## config.mk

```make
export PLATFORM = sky130hd
export DESIGN_NAME = cap_timer
export DESIGN_NICKNAME = d
export VERILOG_FILES = /design/src/rtl/cap_pkg.sv /design/src/rtl/cap_tick_counter.sv /design/src/rtl/cap_lane.sv /design/src/rtl/cap_regfile.sv /design/src/rtl/cap_timer.sv
export SDC_FILE = /design/constraint.sdc
export NUM_CORES = 1
export LEC_CHECK = 0
export ABC_CLOCK_PERIOD_IN_PS = 2350
export BUFFER_PORTS_ARGS = -buffer_cell sky130_fd_sc_hd__buf_2
export CORE_MARGIN = 4
export CORE_UTILIZATION = 40
export DETAILED_ROUTE_END_ITERATION = 10
export GPL_TIMING_DRIVEN = 0
export SLEW_MARGIN = 20
export SYNTH_ARGS = -nofsm -noshare
export SYNTH_HDL_FRONTEND = slang
export SYNTH_HIERARCHICAL = 1
export SYNTH_SLANG_ARGS = --single-unit
```

## constraint.sdc

```tcl
create_clock -name clk -period 2.35 [get_ports clk]
set_input_delay 0.235 -clock clk [delete_from_list [all_inputs] [get_ports clk]]
set_output_delay 0.235 -clock clk [all_outputs]
set_load 0.01 [all_outputs]
```

## src/rtl/cap_pkg.sv

```systemverilog
// Shared definitions for the edge capture timer: edge mode codes and the
// register offsets and bit positions that software decodes.
package cap_pkg;
    typedef enum logic [1:0] {
        EDGE_NONE = 2'd0,
        EDGE_RISE = 2'd1,
        EDGE_FALL = 2'd2,
        EDGE_BOTH = 2'd3
    } edge_mode_t;

    localparam int VAL_BASE = 'h10;
    localparam int SEL_BASE = 'h30;
    localparam int CTRL_OFS = 'h50;
    localparam int IE_OFS   = 'h54;
    localparam int ST_OFS   = 'h58;
    localparam int ACK_OFS  = 'h5C;
    localparam int RUN_BIT  = 10;
    localparam int PS_LSB   = 4;
    localparam int FLAG_LSB = 1;
    localparam int MAX_CH   = 4;
endpackage

```

## src/rtl/cap_tick_counter.sv

```systemverilog
// Prescaled free-running timestamp counter.
// While run is high it advances by one every (prescale+1) clocks; while run is
// low both the divider and the counter are held at zero.
// Assumes run and prescale come from registers in the same clock domain.
module cap_tick_counter #(
    parameter int PS_W  = 5,
    parameter int CNT_W = 32
) (
    input  logic             clk,
    input  logic             rst_n,
    input  logic             run,
    input  logic [PS_W-1:0]  prescale,
    output logic [CNT_W-1:0] count
);
    logic [PS_W-1:0] div_q;
    logic            tick;

    // A tick ends each divider period
    assign tick = run && (div_q >= prescale);

    // Divider: counts clocks within one prescaled period
    always_ff @(posedge clk) begin
        if (!rst_n)            div_q <= '0;
        else if (!run || tick) div_q <= '0;
        else                   div_q <= div_q + 1'b1;
    end

    // Timestamp counter: cleared while stopped, advanced on each tick
    always_ff @(posedge clk) begin
        if (!rst_n)    count <= '0;
        else if (!run) count <= '0;
        else if (tick) count <= count + 1'b1;
    end

    // stopped for two edges means the counter reads zero
    a_r8_held_zero: assert property (@(posedge clk) disable iff (!rst_n)
        (!run && $past(!run)) |-> (count == '0));

    // while running, the counter only ever steps by one
    a_r7_single_step: assert property (@(posedge clk) disable iff (!rst_n)
        ($past(run) && run && (count != $past(count)))
            |-> (count == $past(count) + CNT_W'(1)));
endmodule

```

## src/rtl/cap_lane.sv

```systemverilog
// One capture channel: two-flop synchronizer, a history flop for edge
// detection, mode-selected edge match and the capture register.
// Assumes pin is asynchronous to clk and count is already synchronous.
module cap_lane
    import cap_pkg::*;
#(
    parameter int CNT_W = 32
) (
    input  logic             clk,
    input  logic             rst_n,
    input  logic             run,
    input  edge_mode_t       sel,
    input  logic             pin,
    input  logic [CNT_W-1:0] count,
    output logic             hit,
    output logic [CNT_W-1:0] value
);
    logic [2:0] sync_q;
    logic       rise;
    logic       fall;

    // Synchronize the pin (bits 0,1) and keep one cycle of history (bit 2)
    always_ff @(posedge clk) begin
        if (!rst_n) sync_q <= '0;
        else        sync_q <= {sync_q[1:0], pin};
    end

    assign rise = sync_q[1] && !sync_q[2];
    assign fall = !sync_q[1] && sync_q[2];

    // Match the detected transition against the channel's edge mode
    always_comb begin
        unique case (sel)
            EDGE_RISE: hit = run && rise;
            EDGE_FALL: hit = run && fall;
            EDGE_BOTH: hit = run && (rise || fall);
            default:   hit = 1'b0;
        endcase
    end

    // Capture register: takes the timestamp on a matched edge
    always_ff @(posedge clk) begin
        if (!rst_n)   value <= '0;
        else if (hit) value <= count;
    end

    // a match stores the counter value seen in that cycle
    a_r6_value_latched: assert property (@(posedge clk) disable iff (!rst_n)
        $past(hit) |-> (value == $past(count)));

    // with edge mode off the capture register does not move
    a_r5_off_holds: assert property (@(posedge clk) disable iff (!rst_n)
        (sel == EDGE_NONE) |=> $stable(value));
endmodule

```

## src/rtl/cap_regfile.sv

```systemverilog
// Register port of the capture timer: control (run, prescale), per-channel
// edge modes, interrupt enables, pending flags with write-1 acknowledge,
// the read mux and the interrupt line.
// Assumes single-cycle writes and combinational reads; flags sit at bit n+1.
module cap_regfile
    import cap_pkg::*;
#(
    parameter int NCH    = 4,
    parameter int CNT_W  = 32,
    parameter int PS_W   = 5,
    parameter int ADDR_W = 8,
    parameter int DATA_W = 32
) (
    input  logic                 clk,
    input  logic                 rst_n,
    input  logic                 bus_wr,
    input  logic [ADDR_W-1:0]    bus_addr,
    input  logic [DATA_W-1:0]    bus_wdata,
    output logic [DATA_W-1:0]    bus_rdata,
    input  logic [NCH-1:0]       hit,
    input  logic [NCH*CNT_W-1:0] cap_flat,
    output logic [2*NCH-1:0]     sel_flat,
    output logic                 run,
    output logic [PS_W-1:0]      prescale,
    output logic                 irq
);
    logic [NCH-1:0] ie_q;
    logic [NCH-1:0] st_q;
    logic [NCH-1:0] ack_mask;
    logic           wr_ctrl;
    logic           wr_ie;
    logic           wr_ack;
    logic           unused_wdata;

    assign unused_wdata = ^bus_wdata;

    assign wr_ctrl = bus_wr && (bus_addr == ADDR_W'(CTRL_OFS));
    assign wr_ie   = bus_wr && (bus_addr == ADDR_W'(IE_OFS));
    assign wr_ack  = bus_wr && (bus_addr == ADDR_W'(ACK_OFS));
    assign ack_mask = wr_ack ? bus_wdata[FLAG_LSB +: NCH] : '0;

    // Control register: run bit and capture prescale
    always_ff @(posedge clk) begin
        if (!rst_n) begin
            run      <= 1'b0;
            prescale <= '0;
        end else if (wr_ctrl) begin
            run      <= bus_wdata[RUN_BIT];
            prescale <= bus_wdata[PS_LSB +: PS_W];
        end
    end

    // Interrupt enable register
    always_ff @(posedge clk) begin
        if (!rst_n)     ie_q <= '0;
        else if (wr_ie) ie_q <= bus_wdata[FLAG_LSB +: NCH];
    end

    // Pending flags: acknowledge clears, a new capture sets and wins
    always_ff @(posedge clk) begin
        if (!rst_n) st_q <= '0;
        else        st_q <= (st_q & ~ack_mask) | hit;
    end

    assign irq = |(st_q & ie_q);

    for (genvar n = 0; n < NCH; n++) begin : g_sel
        // Edge mode register of channel n
        always_ff @(posedge clk) begin
            if (!rst_n)
                sel_flat[2*n +: 2] <= 2'b00;
            else if (bus_wr && (bus_addr == ADDR_W'(SEL_BASE + 4*n)))
                sel_flat[2*n +: 2] <= bus_wdata[1:0];
        end

        // a capture always leaves its flag set on the next cycle
        a_r11_set_wins: assert property (@(posedge clk) disable iff (!rst_n)
            $past(hit[n]) |-> st_q[n]);

        // an acknowledge without a new capture clears the flag
        a_r10_ack_clears: assert property (@(posedge clk) disable iff (!rst_n)
            $past(wr_ack && bus_wdata[FLAG_LSB + n] && !hit[n]) |-> !st_q[n]);
    end

    // Read mux by byte address; unmapped addresses return zero
    always_comb begin
        bus_rdata = '0;
        for (int n = 0; n < NCH; n++) begin
            if (bus_addr == ADDR_W'(VAL_BASE + 4*n))
                bus_rdata = DATA_W'(cap_flat[n*CNT_W +: CNT_W]);
            if (bus_addr == ADDR_W'(SEL_BASE + 4*n))
                bus_rdata = DATA_W'(sel_flat[2*n +: 2]);
        end
        if (bus_addr == ADDR_W'(CTRL_OFS)) begin
            bus_rdata[RUN_BIT]          = run;
            bus_rdata[PS_LSB +: PS_W]   = prescale;
        end
        if (bus_addr == ADDR_W'(IE_OFS)) bus_rdata[FLAG_LSB +: NCH] = ie_q;
        if (bus_addr == ADDR_W'(ST_OFS)) bus_rdata[FLAG_LSB +: NCH] = st_q;
    end
endmodule

```

## src/rtl/cap_timer.sv

```systemverilog
// Top of the edge capture timer: one prescaled timestamp counter shared by
// NCH capture lanes, with the register port and interrupt line.
// Assumes NCH <= 4 so that the flags fit in bits 4:1, and CNT_W <= DATA_W.
module cap_timer
    import cap_pkg::*;
#(
    parameter int NCH    = 4,
    parameter int CNT_W  = 32,
    parameter int PS_W   = 5,
    parameter int ADDR_W = 8,
    parameter int DATA_W = 32
) (
    input  logic              clk,
    input  logic              rst_n,
    input  logic              bus_wr,
    input  logic [ADDR_W-1:0] bus_addr,
    input  logic [DATA_W-1:0] bus_wdata,
    output logic [DATA_W-1:0] bus_rdata,
    input  logic [NCH-1:0]    cap_in,
    output logic              irq
);
    logic                 run;
    logic [PS_W-1:0]      prescale;
    logic [CNT_W-1:0]     count;
    logic [NCH-1:0]       hit;
    logic [NCH*CNT_W-1:0] cap_flat;
    logic [2*NCH-1:0]     sel_flat;

    initial begin
        if (NCH > MAX_CH || NCH < 1) $error("cap_timer: NCH out of range");
    end

    cap_tick_counter #(.PS_W(PS_W), .CNT_W(CNT_W)) u_counter (
        .clk      (clk),
        .rst_n    (rst_n),
        .run      (run),
        .prescale (prescale),
        .count    (count)
    );

    for (genvar n = 0; n < NCH; n++) begin : g_lane
        cap_lane #(.CNT_W(CNT_W)) u_lane (
            .clk   (clk),
            .rst_n (rst_n),
            .run   (run),
            .sel   (edge_mode_t'(sel_flat[2*n +: 2])),
            .pin   (cap_in[n]),
            .count (count),
            .hit   (hit[n]),
            .value (cap_flat[n*CNT_W +: CNT_W])
        );
    end

    cap_regfile #(
        .NCH(NCH), .CNT_W(CNT_W), .PS_W(PS_W), .ADDR_W(ADDR_W), .DATA_W(DATA_W)
    ) u_regs (
        .clk       (clk),
        .rst_n     (rst_n),
        .bus_wr    (bus_wr),
        .bus_addr  (bus_addr),
        .bus_wdata (bus_wdata),
        .bus_rdata (bus_rdata),
        .hit       (hit),
        .cap_flat  (cap_flat),
        .sel_flat  (sel_flat),
        .run       (run),
        .prescale  (prescale),
        .irq       (irq)
    );
endmodule

```

Word level (Yosys, flattened, before mapping)

Index checks and enable logic that the tools add are counted.

$add $sub $neg: 2
$lt $le $gt $ge: 1
Eq/ne operators: 24
Mux-type cells: 17
Bitwise logic cells: 5
Reductions and logical operators: 45

Operators with widths:

| cell                    | count |
|---|---|
| $mux W32                | 8 |
| $add A32 B1 Y32 const B | 1 |
| $eq A8 B5 Y1 const B    | 4 |
| $eq A8 B6 Y1 const B    | 4 |
| $eq A8 B7 Y1 const B    | 4 |
| $logic_and A1 B1 Y1     | 28 |
| $eq A2 B2 Y1 const B    | 8 |
| $mux W4                 | 3 |
| $pmux W1 S3             | 4 |
| $logic_not A1 Y1        | 9 |
| $and A4 B4 Y4           | 2 |
| $eq A2 B1 Y1 const B    | 4 |
| $add A5 B1 Y5 const B   | 1 |
| $ge A5 B5 Y1            | 1 |
| $logic_or A1 B1 Y1      | 5 |
| $mux W5                 | 1 |
| $not A4 Y4              | 1 |
| $or A4 B4 Y4            | 1 |
| $reduce_or A4 Y1        | 1 |
| $reduce_and A2 Y1       | 1 |
| $reduce_or A2 Y1        | 1 |
| $mux W1                 | 1 |
| $not A1 Y1              | 1 |

Bits in registers: 199

Logic depth before layout (Yosys ltp)

Gate-level depths: netlist of the first run.

Word-level depth: 12
Mapped depth: 10
Mapped depth without buffers: 7

By module

The synthesis of the first run kept the hierarchy.

Modules (own cells, without submodules):

| module           | times used | cells an instance | area each (sq um) |
|---|---|---|---|
| cap_lane         | 4          | 153               | 1435.1 |
| cap_regfile      | 1          | 279               | 2282.2 |
| cap_tick_counter | 1          | 240               | 2024.4 |

Worst setup path after synthesis of the first run

OpenSTA, ideal clock, no wires.

Kind: register to register
From: register u_regs.prescale[2]
To: register u_counter.count[1]
Library setup time: 0.128 ns
Arrival time: 1.942 ns
Required time: 2.222 ns
Setup slack: 0.280 ns
Stages on the path, launching flop included: 11
Buffers on the path: 3
Clock period less this slack: 2.070 ns
Cell sequence: dfxtp_1 inv_1 ha_1 a21o_1 a31oi_1 o21ba_1 clkbuf_1 buf_2 buf_2 mux2i_1 nor2_1

Word-level cells in the longest chain between the ends: 2

Ends and longest elaborated chain:

| item                     | RTL line               | source |
|---|---|---|
| start: declaration       | cap_regfile.sv:24      | `output logic [PS_W-1:0] prescale,` |
| start signal: assignment | cap_regfile.sv:49      | `prescale <= bus_wdata[PS_LSB +: PS_W];` |
| $ge A5 B5 Y1             | cap_tick_counter.sv:19 | `assign tick = run && (div_q >= prescale);` |
| $logic_and A1 B1 Y1      | cap_tick_counter.sv:19 |  |
| end signal: assignment   | cap_tick_counter.sv:32 | `else if (tick) count <= count + 1'b1;` |
| end: declaration         | cap_tick_counter.sv:13 | `output logic [CNT_W-1:0] count` |

Every way passes these cells.
A chain may end at the register's enable or synchronous reset.

Worst setup path after layout of the first run

From: register u_regs.prescale[2]
To: register u_counter.count[17]

The elaborated chain is that of the path after synthesis.

==> results of run 1 <==
-- placed cells by master (no fill, tap or decap), drive strengths merged, types with 3 or more instances in the layout --
master	instances
a21boi	3
a21o	4
a21oi	33
a22o	5
a22oi	34
a311oi	5
a31oi	6
and2	15
and3	7
and4	6
buf	93
clkbuf	61
clkinv	7
clkinvlp	3
dfxtp	199
ha	15
inv	31
mux2	24
mux2i	154
nand2	305
nand2b	8
nand3	21
nand4	9
nor2	14
nor2b	19
nor3	4
nor4	5
nor4b	4
o21a	8
o21ai	40
o31ai	15
o41ai	3
or2b	4
or3	10
or4	11
xor2	3
-- repair_timing --
item / CTS / global route
gates resized for setup: 11 / 21
pin swaps: 1 / 1
setup endpoints to repair: 63 / 52
hold buffers: 1 / 0
hold endpoints to repair: 1 / 0
setup buffers: 5 / 0
-- layout make-up --
cell class,instances,area (um2),share of cell area
Buffer,78,506.7,0.04440
Clock buffer,18,439.2,0.03848
Clock inverter,14,118.9,0.01042
Inverter,27,101.3,0.008881
Multi-Input combinational cell,826,5543,0.4857
Sequential cell,199,3985,0.3492
Tap cell,324,405.4,0.03552
Timing Repair Buffer,59,312.8,0.02741
-- power groups by stage --
stage / Clock (mW) / Sequential, mW / Combinational, mW
6_report: 2.82 / 3.38 / 0.281
3_5_place_dp: 0 / 3.46 / 0.268
2_1_floorplan: 0 / 3.46 / 0.150
3_3_place_gp: 0 / 3.46 / 0.265
5_1_grt: 3.00 / 3.38 / 0.300
4_1_cts: 2.87 / 3.38 / 0.275
-- kinds of logic (layout without fill, tap and decap cells) --
family / after synthesis / after routing / synth area share
AOI/OAI and AO/OA: 171 / 171 / 0.1194
DFF: 199 / 199 / 0.3965
and+or+nand+nor: 456 / 456 / 0.2202
buffers and inverters: 106 / 196 / 0.05828
xor gates and xnor gates: 5 / 5 / 0.004359
muxes: 179 / 179 / 0.1826
adders and majority gates: 15 / 15 / 0.01868
-- sequential cells by signal (all words and copies together) (netlist names) --
register	cells
u_regs/st_q	4
u_regs/prescale	5
u_counter/count	32
u_regs/run	1
u_regs/ie_q	4
u_counter/div_q	5
g_lane.u_lane/sync_q	12
u_regs/sel_flat	8
g_lane.u_lane/value	128
-- per-stage QoR --
stage	hold slack (ns)	area (um2)	total power, mW	setup TNS, ns	cells
floorplan	0.3623	10050	3.610	0	1131
global placement	0.4135	10720	3.725	-23.13	1508
detailed placement	0.4210	10730	3.729	-14.31	1508
CTS	0.002554	11370	6.521	0	1545
global route	0.01304	11410	6.682	-0.0008376	1545
finish	0.007951	11410	6.484	0	1545
-- synth_stat cells (5+ instances only) --
master	n	area, um2
dfxtp_1	199	3984
o31ai_1	15	112.6
o21ai_0	26	130.1
mux2_2	24	270.3
a22o_1	5	43.79
mux2i_1	154	1541
o21a_1	8	60.06
a21oi_1	33	165.2
a22oi_1	34	255.2
buf_8	12	180.2
a31oi_1	6	37.54
nand2_1	304	1141
o21ai_1	14	70.07
and4_1	5	43.79
and3_1	7	43.79
or4_1	11	82.58
buf_2	18	90.09
nand3_1	19	95.09
nand4_1	8	50.05
nor2_1	14	52.55
or3_1	10	62.56
and2_1	15	93.84
inv_1	27	101.4
nor2b_1	19	118.9
clkbuf_1	45	168.9
ha_1	15	187.7
-- how the worst max path moves through the flow --
| stage | endpoint | slack, ns | startpoint |
|---|---|---|---|
| CTS | u_counter/count[1] | 0.02 | u_regs/prescale[2] |
| global placement | bus_rdata[21] | -0.57 | bus_addr[3] |
| detailed placement | u_counter/count[1] | -0.40 | u_regs/prescale[2] |
| floorplan | u_counter/count[1] | 0.28 | u_regs/prescale[2] |
| global route | u_counter/count[4] | -0.0008 | u_regs/prescale[2] |
| finish | u_counter/count[17] | 0.05 | u_regs/prescale[2] |
-- routing by layer --
metal / GRT usage / vias up / routed length (um)
li1: - / 4112 / -
met1: 0.2946 / 4088 / 13610
met4: 0.05585 / 0 / 484
met3: 0.02844 / 37 / 1623
met2: 0.3422 / 255 / 13540
met5: 0 / - / 0
==> reports/metrics.cfg, run 1 <==
[synthesis]
synth-warning-count = 6
ys_seq_area_frac = 0.3965
ys.flop_type = dfxtp_1
syn_area_mm2 = 0.01005
syn-num-nets = 1193
synthArstFlopShare = 0
synth_area_per_cell_um2 = 8.883
ys_ff_latch = 199
synth.distinct_cells = 70
synthCells = 1131
synth_edf_count = 0

[route]
drcViolationCount = 0
drt_pre_antenna_iters = 5
drt_iter0_drc = 880
viasPerCell = 5.496
dr_total_vias = 8492
wl_um = 29260
antenna_left = 0
wl_per_cell_um = 18.94

[setup_path]
cp-start-kind = register
path_class = reg -> reg
crit_family = compound AO/OA/AOI/OAI gates
timing.rr.end = u_counter/count[17]
crit_chain = inv_1, ha_1, a21o_1, a31oi_4, o21ba_4, buf_4, buf_4, o41ai_1, a21oi_1
crit_cells = 9
cp_num_buf_inv = 3
reg2reg_setup_slack_ns = 0.05
cp_common_cell = buf_4
rr_worst_depth = 9
crit_required_ns = 2.66
cp-end-kind = register
slowest_stage = o41ai_1
crit_fanout = 10
critical_path.max_stage_delay_ns = 0.41
regToRegStartpoint = u_regs/prescale[2]
arrival_ns = 2.61

[grt]
grt.overflow.total = 0
track_usage = 0.2100
grt_pass1_vias = 8217
grt_first_pass_wirelength_um = 46860
grt_max_degree = 23
antenna_found_initial = 0

[cts]
cts.path.max_buffers = 2
cts_buffers = 17
cts_sinks = 199
htreeDepth = 4
clkTransAtPathRegs_ns = 0.08
cts_tree = built
clock_latency_ns = 0.44
cts-root-buf = clkbuf_16

[pwr]
clkPwrFrac = 0.435
p_per_area_mw_per_mm2 = 568.2
combinationalPowerShare = 0.043
p_switching_mw = 1.620
pwr-share-seq = 0.521
switching_share = 0.2498
ir_drop_v = 0.0004479
internal_power_mw = 4.864
leakage_nw = 3.804

[placement]
dp_slack_ns = -0.3960
port_buffers = 53
dp_hpwl_um = 20890
gp_congestion = 0.8550

[final_layout]
diodes = 0
final_core_util = 0.4652
nets = 1270
drive_gt1_frac = 0.1540
nFillCells = 2375
area_growth_pct = 13.59

[die]
die_h_um = 166.5
io_pins = 80
die-width_um = 166.5
dieArea_mm2 = 0.02772
initial_utilization = 0.4095
row_count = 57
core_region_area_mm2 = 0.02453

[sta]
drv_slew = 0
min_period_ns = 2.296
timing.fmax_mhz = 435.6
worst_slack_ns = 0.05422
finalHoldViolCount = 0
period_share = 0.9769
relSlewSlack = 0.3908
tightest_slew_ns = 0.9063
clock_skew_ns = 0.01107
setup_viol = 0

[hold_path]
min_path_type = in -> reg
min_to = g_lane[1].u_lane/sync_q[0]
hold_path_startpoint = cap_in[1]
holdPathStages = 2

[flow_run]
cap_violations = 0

[run_status]
outcome = finished clean

Power figures use the tool's default switching activity.
==> run 2, diff against run 1 <==
SETUP_SLACK_MARGIN = 0.1   (was not set)
==> reports/metrics.cfg, run 2 (synthesized netlist as in run 1, its figures left out) <==
[cts]
clkTransAtPathRegs_ns = 0.07  ; was 0.08 ns
cts_tree = built  ; unchanged
htreeDepth = 4  ; unchanged
cts-root-buf = clkbuf_16  ; unchanged
clock_latency_ns = 0.44  ; about the same
cts_sinks = 199  ; unchanged
cts.path.max_buffers = 2  ; unchanged
cts_buffers = 17  ; unchanged

[sta]
clock_skew_ns = 0.01005  ; was 0.01107 ns
fin_tns_setup_ns = 0  ; unchanged
tightest_slew_ns = 0.9477  ; was 0.9063 ns
worst_slack_ns = 0.1149  ; was 0.05422 ns
rsz0062_at_grt = yes
finalHoldViolCount = 0  ; unchanged
whs_ns = 0.01035  ; was 0.007951 ns
relSlewSlack = 0.3629  ; was 0.3908
timing.fmax_mhz = 447.4  ; was 435.6 MHz
min_period_ns = 2.235  ; was 2.296 ns
drv_slew = 0  ; unchanged
setup_viol = 0  ; unchanged
period_share = 0.9511  ; was 0.9769

[final_layout]
final_common_cell = nand2_1  ; unchanged
top_register = g_lane.u_lane/value  ; unchanged
largest_register_ffs = 128  ; unchanged
area_growth_pct = 15.98  ; was 13.59%
layout_top_registers = g_lane.u_lane/value (128), u_counter/count (32), g_lane.u_lane/sync_q (12)  ; unchanged
drive_gt1_frac = 0.1682  ; was 0.1540
nets = 1280  ; was 1,270
diodes = 0  ; unchanged
final_cell_mix = nand2_1, dfxtp_1, mux2i_1, buf_2, clkbuf_1  ; unchanged

[setup_path]
cp_common_cell = buf_2  ; was buf_4
crit_fanout = 10  ; unchanged
crit_required_ns = 2.12  ; was 2.66 ns
cp-end-kind = output pin  ; was register
slowest_stage = or4b_4  ; was o41ai_1
path_class = in -> out  ; was reg -> reg
cp_num_buf_inv = 4  ; was 3
critical_path.max_stage_delay_ns = 0.52  ; was 0.41 ns
crit_family = buffers and inverters  ; was compound AO/OA/AOI/OAI gates
crit_chain = buf_2, or4b_4, buf_6, clkbuf_1, o21ai_0, buf_2  ; was inv_1, ha_1, a21o_1, a31oi_4, o21ba_4, buf_4, buf_4, o41ai_1, a21oi_1
cp-start-kind = input pin  ; was register
arrival_ns = 2.00  ; was 2.61 ns

[route]
drcViolationCount = 0  ; unchanged
viasPerCell = 5.498  ; was 5.496
wl_per_cell_um = 19.01  ; was 18.94 um
drt_iter0_drc = 816  ; was 880
wl_um = 29560  ; was 29,260 um
drt_pre_antenna_iters = 5  ; unchanged
antenna_left = 0  ; unchanged
dr_total_vias = 8549  ; was 8,492

[placement]
port_buffers = 53  ; unchanged
dp_hpwl_um = 20890  ; unchanged
gp_congestion = 0.8550  ; unchanged
dp_slack_ns = -0.3960  ; unchanged

[grt]
grt_first_pass_wirelength_um = 46930  ; was 46,860 um
grt_pass1_vias = 8244  ; was 8,217
grt_max_degree = 23  ; unchanged
antenna_found_initial = 0  ; unchanged
grt.overflow.total = 0  ; unchanged
track_usage = 0.2103  ; was 0.2100

[die]
die-width_um = 166.5  ; unchanged
dieArea_mm2 = 0.02772  ; unchanged
initial_utilization = 0.4095  ; unchanged
row_count = 57  ; unchanged
io_pins = 80  ; unchanged
die_h_um = 166.5  ; unchanged
core_region_area_mm2 = 0.02453  ; unchanged

[pwr]
ir_drop_v = 0.0004459  ; was 0.0004479 V
leakage_nw = 3.911  ; was 3.804 nW
p_per_area_mw_per_mm2 = 557.2  ; was 568.2 mW/mm2

[flow_run]
cap_violations = 0  ; unchanged

[hold_path]
min_path_type = in -> reg  ; unchanged

[run_status]
outcome = finished clean  ; unchanged

==> run 2: cell count changes in the layout (fill, tap and decap cells not counted), moves of 4 or more <==
cell      change
buf_2         -9
buf_12        +4
buf_8         +4
buf_6         +4
dfxtp_2       +5
clkbuf_4      +7
dfxtp_1       -5
==> run 2: cell type report <==
| cell class | count | area, um2 |
|---|---|---|
| buffer | 78 | 569.3 |
| clock inverter | 14 | 118.9 |
| clock buffer | 18 | 439.2 |
| sequential | 199 | 3991 |
| fill | 2347 | 12880 |
| timing repair buffer | 69 | 445.4 |
| tap | 324 | 405.4 |
| multi-input combinational | 826 | 5582 |
| inverter | 27 | 101.3 |
==> run 2: worst paths after layout <==
check                                         from                         end  slack, ns  cells past startpoint
worst max register to register  u_regs/prescale[2]         u_counter/count[17]       0.17                     10
worst min-delay path                     cap_in[1]  g_lane[1].u_lane/sync_q[0]       0.01                      2
worst max-delay path                   bus_addr[7]               bus_rdata[31]       0.11                      6
worst min register to register  u_counter/div_q[0]          u_counter/div_q[0]       0.43                      1
==> run 2: worst register-to-register path, delay by kind of cell (launching register included) <==
kind | cells | cell delay, ns
AOI/OAI and AO/OA | 5 | 0.92
buffers and inverters | 4 | 0.52
DFF | 1 | 0.35
adders and majority gates | 1 | 0.28
==> run 2: what timing repair did <==
| item | CTS | global route |
|---|---|---|
| buffers inserted | 5 | 10 |
| hold endpoints to repair | 1 | 0 |
| resized for setup | 22 | 40 |
| endpoints found under the setup margin | 66 | 112 |
| hold buffers | 1 | 0 |
| pin swaps | 1 | 8 |
==> run 2: metal layers <==
| layer | up-vias | part of all wire | global-route usage |
|---|---|---|---|
| met5 | - | 0 | 0 |
| met2 | 291 | 0.46 | 0.3418 |
| met1 | 4068 | 0.47 | 0.2947 |
| met4 | 0 | 0.021 | 0.05834 |
| li1 | 4145 | - | - |
| met3 | 45 | 0.057 | 0.02844 |
==> run 2: per-stage QoR <==
step / std cells / util / cell area, um2 / total power, mW
after floorplan: 1131 / - / 10050 / 3.610
after global placement: 1508 / 0.4369 / 10720 / 3.725
after detailed placement: 1508 / 0.4373 / 10730 / 3.729
after CTS: 1546 / 0.4648 / 11400 / 6.523
after global routing: 1555 / 0.4750 / 11650 / 6.688
final: 1555 / 0.4750 / 11650 / 6.493
==> run 2: where the power goes <==
part	switching (mW)	total [mW]	internal, mW
Combinational	0.208	0.289	0.0803
Clock	1.41	2.82	1.41
Sequential	0.00409	3.38	3.38
Total	1.62	6.49	4.87
==> run 3, diff against run 2 <==
ABC_CLOCK_PERIOD_IN_PS = 2000   (was 2350)
clock period = 2 ns   (was 2.35 ns; I/O delays follow)
==> reports/metrics.cfg, run 3 (synthesized netlist as in run 1, its figures left out) <==
[placement]
placed_area_mm2 = 0.01079  ; was 0.01073 mm2
dp_hpwl_um = 21030  ; was 20,890 um
gp_congestion = 0.8539  ; was 0.8550
dp_cells = 1508  ; unchanged
port_buffers = 53  ; unchanged

[grt]
antenna_found_initial = 0  ; unchanged
track_usage = 0.2180  ; was 0.2103
grt.overflow.total = 0  ; unchanged
grt_pass1_vias = 8561  ; was 8,244
grt_first_pass_wirelength_um = 48730  ; was 46,930 um
grt_max_degree = 23  ; unchanged

[hold_path]
min_path_type = in -> reg  ; unchanged

[sta]
period_share = 1.051
drv_slew = 0  ; unchanged
timing.fmax_mhz = 475.8
relSlewSlack = 0.3819  ; was 0.3629
setup_viol = 23  ; was 0
whs_ns = 0.01802  ; was 0.01035 ns
fin_tns_setup_ns = -0.6433  ; was 0 ns
finalHoldViolCount = 0  ; unchanged
worst_slack_ns = -0.1016  ; was 0.1149 ns
tightest_slew_ns = 0.9271  ; was 0.9477 ns
clock_skew_ns = 0.009046  ; was 0.01005 ns
min_period_ns = 2.102
rsz0062_at_grt = yes  ; unchanged

[final_layout]
stdcell_area_mm2 = 0.01362  ; was 0.01165 mm2
final_cells = 1640  ; was 1,555
drive_gt1_frac = 0.3260  ; was 0.1682
layout.area.seq_mm2 = 0.004074  ; was 0.003991 mm2
top_register = g_lane.u_lane/value  ; unchanged
diodes = 0  ; unchanged
nFillCells = 2143  ; was 2,347
final_cell_mix = nand2_1, dfxtp_1, mux2i_1, buf_4, buf_2  ; was nand2_1, dfxtp_1, mux2i_1, buf_2, clkbuf_1
largest_register_ffs = 128  ; unchanged
area_growth_pct = 35.58  ; was 15.98%
final_common_cell = nand2_1  ; unchanged
layout_top_registers = g_lane.u_lane/value (128), u_counter/count (32), g_lane.u_lane/sync_q (12)  ; unchanged
multi_input_area_mm2 = 0.006250  ; was 0.005582 mm2
nets = 1365  ; was 1,280

[flow_run]
cap_violations = 0  ; unchanged

[setup_path]
path_class = in -> out  ; unchanged
crit_required_ns = 1.80  ; was 2.12 ns
reg2reg_setup_slack_ns = -0.06  ; was 0.17 ns
cp-start-kind = input pin  ; unchanged
arrival_ns = 1.90  ; was 2.00 ns
cp-end-kind = output pin  ; unchanged
crit_fanout = 5  ; was 10

[route]
dr_total_vias = 9178  ; was 8,549
drcViolationCount = 0  ; unchanged
wl_per_cell_um = 19.90  ; was 19.01 um
antenna_left = 0  ; unchanged
wl_met1_um = 13870  ; was 13,800 um
top_layer_used = met4  ; unchanged
viasPerCell = 5.596  ; was 5.498
wl_um = 32640  ; was 29,560 um
drt_iter0_drc = 719  ; was 816
dr_wl_met2_um = 15700  ; was 13,480 um
dr_wl_met3_um = 2098  ; was 1676 um
drt_pre_antenna_iters = 5  ; unchanged

[cts]
cts.path.max_buffers = 2  ; unchanged
htreeDepth = 4  ; unchanged
clkTransAtPathRegs_ns = 0.07  ; about the same
cts_sinks = 199  ; unchanged
cts_buffers = 17  ; unchanged
clock_latency_ns = 0.44  ; about the same
cts_tree = built  ; unchanged
cts-root-buf = clkbuf_16  ; unchanged

[run_status]
violations = setup timing
outcome = complete, but fails checks  ; was finished clean

[die]
dieArea_mm2 = 0.02772  ; unchanged
die-width_um = 166.5  ; unchanged
initial_utilization = 0.4095  ; unchanged
die_h_um = 166.5  ; unchanged
core_region_area_mm2 = 0.02453  ; unchanged
io_pins = 80  ; unchanged
row_count = 57  ; unchanged

[pwr]
p_per_area_mw_per_mm2 = 594.4  ; was 557.2 mW/mm2
leakage_nw = 4.890  ; was 3.911 nW
ir_drop_v = 0.0005906  ; was 0.0004459 V

-- run 3: stage by stage --
step             util  worst slack, ns  total power [mW]
2_1_floorplan       -          0.09150             4.242
3_3_place_gp   0.4394          -0.7786             4.378
3_5_place_dp   0.4399          -0.5738             4.382
4_1_cts        0.5108         -0.09461             8.144
5_1_grt        0.5552          -0.1416             8.367
6_report       0.5552          -0.1016             8.097
-- run 3: timing repair --
action                     CTS  global route
setup endpoints to repair  201           183
cloned                       6            10
hold buffers                 4             0
hold endpoints to repair     4             0
buffers inserted            43            47
resized for setup          158           163
pin swaps                   63            79
-- run 3: area by class of cell --
type / instances / share of cell area
multi-input cells: 826 / 0.4588
inverters: 27 / 0.007440
repair buffers: 157 / 0.1060
clock buffers: 19 / 0.03252
well taps: 324 / 0.02976
plain buffers: 75 / 0.05254
flip-flops and latches: 199 / 0.2991
clock inverters: 13 / 0.01387
-- run 3: final timing paths --
path                               from                    endpoint  cells after the start
min reg2reg  g_lane[2].u_lane/sync_q[0]  g_lane[2].u_lane/sync_q[1]                      1
max                         bus_addr[5]                bus_rdata[6]                     10
max reg2reg          u_regs/prescale[4]         u_counter/count[27]                      7
min                        bus_wdata[8]          u_regs/prescale[4]                      3
-- run 3: report_power, final --
| part | internal [mW] | switching (mW) |
|---|---|---|
| clock | 2.15 | 1.59 |
| combinational | 0.139 | 0.268 |
| sequential | 3.95 | 0.00520 |
-- run 3: worst max-delay path: stages --
cell	delay [ns]
buf_12	0.11
or4b_4	0.54
buf_8	0.14
nor3_4	0.21
buf_4	0.15
buf_6	0.12
buf_6	0.10
a22oi_2	0.06
o21ai_2	0.11
buf_2	0.15
-- run 3: metal layers --
| layer | up-vias | track usage |
|---|---|---|
| li1 | 4305 | - |
| met1 | 4454 | 0.2927 |
| met2 | 363 | 0.3588 |
| met3 | 56 | 0.03200 |
| met4 | 0 | 0.07862 |
| met5 | - | 0 |
